<file path="config.mk">
export PLATFORM = sky130hd
export DESIGN_NAME = lfsr_pattern_gen
export DESIGN_NICKNAME = d
export VERILOG_FILES = /design/src/rtl/lfsr_pkg.sv /design/src/rtl/lfsr_step.sv /design/src/rtl/lfsr_seed_guard.sv /design/src/rtl/lfsr_wrap_detect.sv /design/src/rtl/lfsr_pattern_gen.sv
export SDC_FILE = /design/constraint.sdc
export NUM_CORES = 1
export LEC_CHECK = 0
export BUFFER_PORTS_ARGS = -buffer_cell sky130_fd_sc_hd__buf_2
export CAP_MARGIN = 20
export CORE_MARGIN = 5
export CORE_UTILIZATION = 50
export DETAILED_ROUTE_END_ITERATION = 6
export PLACE_DENSITY = 0.76
export SYNTH_ARGS = -nofsm -noshare
export SYNTH_HDL_FRONTEND = slang
export SYNTH_SLANG_ARGS = --single-unit
</file>
<file path="constraint.sdc">
create_clock -name clk -period 1.4 [get_ports clk]
set_input_delay 0.07 -clock clk [delete_from_list [all_inputs] [get_ports clk]]
set_output_delay 0.07 -clock clk [all_outputs]
set_load 0.02 [all_outputs]
</file>
<file path="src/rtl/lfsr_pkg.sv">
package lfsr_pkg;
   // Feedback arrangement of the shift register
   typedef enum logic {
      LFSR_STANDARD = 1'b0,  // external XOR: tapped stages summed into the top stage
      LFSR_MODULAR  = 1'b1   // internal XOR: top stage fed into XORs between stages
   } lfsr_form_e;
endpackage

</file>
<file path="src/rtl/lfsr_step.sv">
module lfsr_step
   import lfsr_pkg::*;
#(
   parameter int                WIDTH = 8,
   parameter lfsr_form_e        FORM  = LFSR_MODULAR,
   parameter logic [WIDTH-1:0]  TAPS  = 'h70
) (
   input  logic [WIDTH-1:0] cur,
   output logic [WIDTH-1:0] nxt
);
   localparam int TOP = WIDTH - 1;

   generate
      if (FORM == LFSR_STANDARD) begin : g_external
         logic fb;
         always_comb begin
            fb = cur[0];
            for (int i = 1; i <= TOP; i++) begin
               fb = fb ^ (TAPS[i] & cur[i]);
            end
            nxt = {fb, cur[TOP:1]};
         end
      end else begin : g_internal
         always_comb begin
            nxt[0] = cur[TOP];
            for (int i = 1; i <= TOP; i++) begin
               nxt[i] = cur[i-1] ^ (TAPS[i] & cur[TOP]);
            end
         end
      end
   endgenerate
endmodule

</file>
<file path="src/rtl/lfsr_seed_guard.sv">
module lfsr_seed_guard #(
   parameter int WIDTH = 8
) (
   input  logic [WIDTH-1:0] raw,
   output logic [WIDTH-1:0] safe
);
   localparam logic [WIDTH-1:0] ONE = WIDTH'(1);

   always_comb begin
      safe = (raw == '0) ? ONE : raw;
   end
endmodule

</file>
<file path="src/rtl/lfsr_wrap_detect.sv">
module lfsr_wrap_detect #(
   parameter int WIDTH = 8
) (
   input  logic             clk,
   input  logic             rst_n,
   input  logic             load,
   input  logic             advance,
   input  logic [WIDTH-1:0] seed_safe,
   input  logic [WIDTH-1:0] nxt,
   output logic             wrap
);
   localparam logic [WIDTH-1:0] ONE = WIDTH'(1);

   logic [WIDTH-1:0] origin_q;
   logic             wrap_q;

   always_ff @(posedge clk or negedge rst_n) begin
      if (!rst_n) begin
         origin_q <= ONE;
         wrap_q   <= 1'b0;
      end else begin
         if (load) begin
            origin_q <= seed_safe;
         end
         wrap_q <= advance && !load && (nxt == origin_q);
      end
   end

   assign wrap = wrap_q;
endmodule

</file>
<file path="src/rtl/lfsr_pattern_gen.sv">
module lfsr_pattern_gen
   import lfsr_pkg::*;
#(
   parameter int                WIDTH = 8,
   parameter lfsr_form_e        FORM  = LFSR_MODULAR,
   parameter logic [WIDTH-1:0]  TAPS  = 'h70
) (
   input  logic             clk,
   input  logic             rst_n,
   input  logic             en,
   input  logic             load,
   input  logic [WIDTH-1:0] seed,
   output logic [WIDTH-1:0] state,
   output logic             wrap
);
   localparam logic [WIDTH-1:0] ONE = WIDTH'(1);

   generate
      if (WIDTH < 2) begin : g_bad_width
         $error("lfsr_pattern_gen: WIDTH must be at least 2");
      end
      if (TAPS[0] !== 1'b0) begin : g_bad_taps
         $error("lfsr_pattern_gen: TAPS bit 0 is unused and must be 0");
      end
   endgenerate

   logic [WIDTH-1:0] state_q;
   logic [WIDTH-1:0] nxt;
   logic [WIDTH-1:0] seed_safe;

   lfsr_step #(.WIDTH(WIDTH), .FORM(FORM), .TAPS(TAPS)) u_step (
      .cur (state_q),
      .nxt (nxt)
   );

   lfsr_seed_guard #(.WIDTH(WIDTH)) u_guard (
      .raw  (seed),
      .safe (seed_safe)
   );

   lfsr_wrap_detect #(.WIDTH(WIDTH)) u_wrap (
      .clk       (clk),
      .rst_n     (rst_n),
      .load      (load),
      .advance   (en),
      .seed_safe (seed_safe),
      .nxt       (nxt),
      .wrap      (wrap)
   );

   always_ff @(posedge clk or negedge rst_n) begin
      if (!rst_n) begin
         state_q <= ONE;
      end else if (load) begin
         state_q <= seed_safe;
      end else if (en) begin
         state_q <= nxt;
      end
   end

   assign state = state_q;
endmodule

</file>
==> flow_metrics.py <==
metrics = {
    "outcome": {
        "status": "completed",
    },
    "floorplanning": {
        "start_util_pct": 53.6,
        "dieArea_um2": 2540,
        "die_y_um": 50.4,
        "ios": 21,
        "die_w_um": 50.4,
        "core_um2": 1520,
        "core.rowCount": 14,
    },
    "sta": {
        "rsz0062_at_grt": "false",
        "fmax_ghz": 0.778,
        "worst_slew_pin_slew_ns": 0.369,
        "fin_worst_hold_slack_ns": 0.0261,
        "min_period_ns": 1.29,
        "maxSlewViolCount": 0,
        "setup_tns_ns": 0,
        "setup_viol": 0,
        "clock_skew_ns": 0.00401,
        "relSlewSlack_pct": 75.4,
        "hold_viol": 0,
        "fin_crit_sh_pct": 91.8,
    },
    "setup_path": {
        "r2r_start": "state[3]$_DFFE_PN0P_",
        "required_ns": 1.60,
        "critPathArrivalTime_ns": 1.49,
        "critPathKind": "reg -> reg",
        "end_kind": "register",
        "critPathLaunch": "state[3]$_DFFE_PN0P_",
        "cp-start-kind": "register",
        "rrSetupSlack_ns": 0.11,
        "crit_path_max_fanout": 4,
    },
    "synthesis": {
        "ys_types": 20,
        "synth-seq-area-share_pct": 52.4,
        "yosys.area.top_type": "dfrtp_1",
        "synth_area_per_cell_um2": 10.1,
        "synth_top_cell_area_share_pct": 45.9,
        "synth_cells": 81,
        "synth_nets": 93,
        "syn-cell-area_um2": 817,
        "synth_area_leaders": "dfrtp_1 46%, mux2i_1 8.6%, o21ai_0 8.0%",
        "yosys_warnings": 0,
        "synth_seq_cells": 17,
    },
    "global_route": {
        "antenna_found_initial": 0,
        "grt_pass1_wl_um": 2860,
        "use_met3_pct": 3.25,
        "overflow": 0,
        "top_usage_layer": "met2",
        "grt_use_met2_pct": 22.2,
        "gr-usage-all-layers_pct": 14.3,
        "grt_max_degree": 22,
        "first_global_vias": 641,
        "met1_usage_pct": 19.5,
    },
    "cells_and_area": {
        "final_nets": 116,
        "syn2layout_area_growth_pct": 17.9,
        "layout_commonest_cell": "buf_2",
        "final_cell_mix": "20 x buf_2, 15 x dfrtp_1, 13 x o21ai_0",
        "n_antenna_cell": 0,
        "drive_gt1_share_pct": 26.2,
    },
    "clock_network": {
        "clock_sinks": 17,
        "cts_tree": "yes",
        "cts_max_level": 1,
        "clk_latency_ns": 0.28,
        "ctsHoldBuffers": 1,
        "ctsLongestPathBuffers": 2,
        "clk_pin_slew_ns": 0.09,
        "post_cts_buffers": 0,
        "root_buffer": "clkbuf_4",
        "cts_made_buffers": 3,
        "cts_resized": 0,
    },
    "detailed_routing": {
        "vias": 628,
        "viasPerCell": 5.28,
        "dr.first_iter.drc_count": 5,
        "post_drt_wl_per_cell_um": 13.7,
        "first_pass_iters": 2,
        "ant_nets": 0,
        "routed_wl_um": 1630,
        "remaining_drc_errors": 0,
    },
    "placement": {
        "hpwl_um": 1250,
        "port_buffers": 20,
        "place_congestion": 0.747,
    },
    "power_and_ir_drop": {
        "power.total_mw": 1.08,
        "p_leak_nw": 0.469,
        "ir_drop_mv": 0.691,
        "p_per_area_nw_per_um2": 1120,
    },
    "min_path": {
        "hold_start": "seed[4]",
        "min_path_type": "in -> reg",
    },
    "run": {
        "drv_cap": 0,
    },
}
-- logic make-up after synthesis --
family | share of synthesized area (%)
buf+inv | 5.82
simple gates | 7.96
mux | 8.58
xor+xnor | 9.65
flops | 52.4
compound gates | 15.6
-- cell type report --
cell class                 instances  area, um2
fill                             133        561
multi-input combinational         52        342
inverter                           8       30.0
clock buffer                       4       26.3
tap                               16       20.0
timing repair buffer              22        118
sequential                        17        428
-- report_power, final --
group          switching [mW]  internal (mW)
combinational           0.132          0.103
clock                   0.138          0.110
sequential             0.0554          0.543
total                   0.326          0.756
-- path summary, 6_finish.rpt --
kind	endpoint	depth (start not counted)
hold / removal	state[4]$_DFFE_PN0P_	3
max in group asynchronous	state[0]$_DFFE_PN1P_	2
setup reg to reg	u_wrap.wrap$_DFF_PN0_	3
setup / recovery	u_wrap.wrap$_DFF_PN0_	3
hold reg to reg	u_wrap.origin_q[0]$_DFFE_PN1P_	2
min in group asynchronous	state[4]$_DFFE_PN0P_	2
-- per-stage QoR --
step	setup slack, ns	util (%)	std cells	instance area, um2
after floorplan	0.0807	-	81	817
after global placement	0.165	60.8	114	927
after detailed placement	0.138	60.8	114	927
after CTS	0.116	63.2	119	963
after global routing	0.0376	63.2	119	963
final	0.114	63.2	119	963
-- layer usage --
| metal | share of wire (%) | vias up |
|---|---|---|
| met1 | 47 | 294 |
| met3 | 3.4 | 2 |
| li1 | - | 324 |
| met5 | 0 | - |
| met4 | 0.62 | 0 |
| met2 | 48 | 8 |
-- Yosys cell counts (all sizes together) --
cell and number:
clkbuf 2, nor2 4, a211o 1, xor2 2, a211oi 2, inv 8
nand2 9, o2111ai 2, o21ai 13, xnor2 7, a21oi 1, a2111o 1
buf 2, dfstp 2, dfrtp 15, nor3 1, nor4 1, nand3 1
mux2i 7
-- registers in the layout, summed over array words and instances (netlist names) --
name / count
u_wrap.wrap: 1
u_wrap.origin_q: 8
state: 8
-- critical path, stage by stage (launching register included) --
cell	delay [ns]
dfrtp_1	0.43
xnor2_1	0.17
a2111o_1	0.41
a211oi_2	0.21
Power figures use the tool's default switching activity.
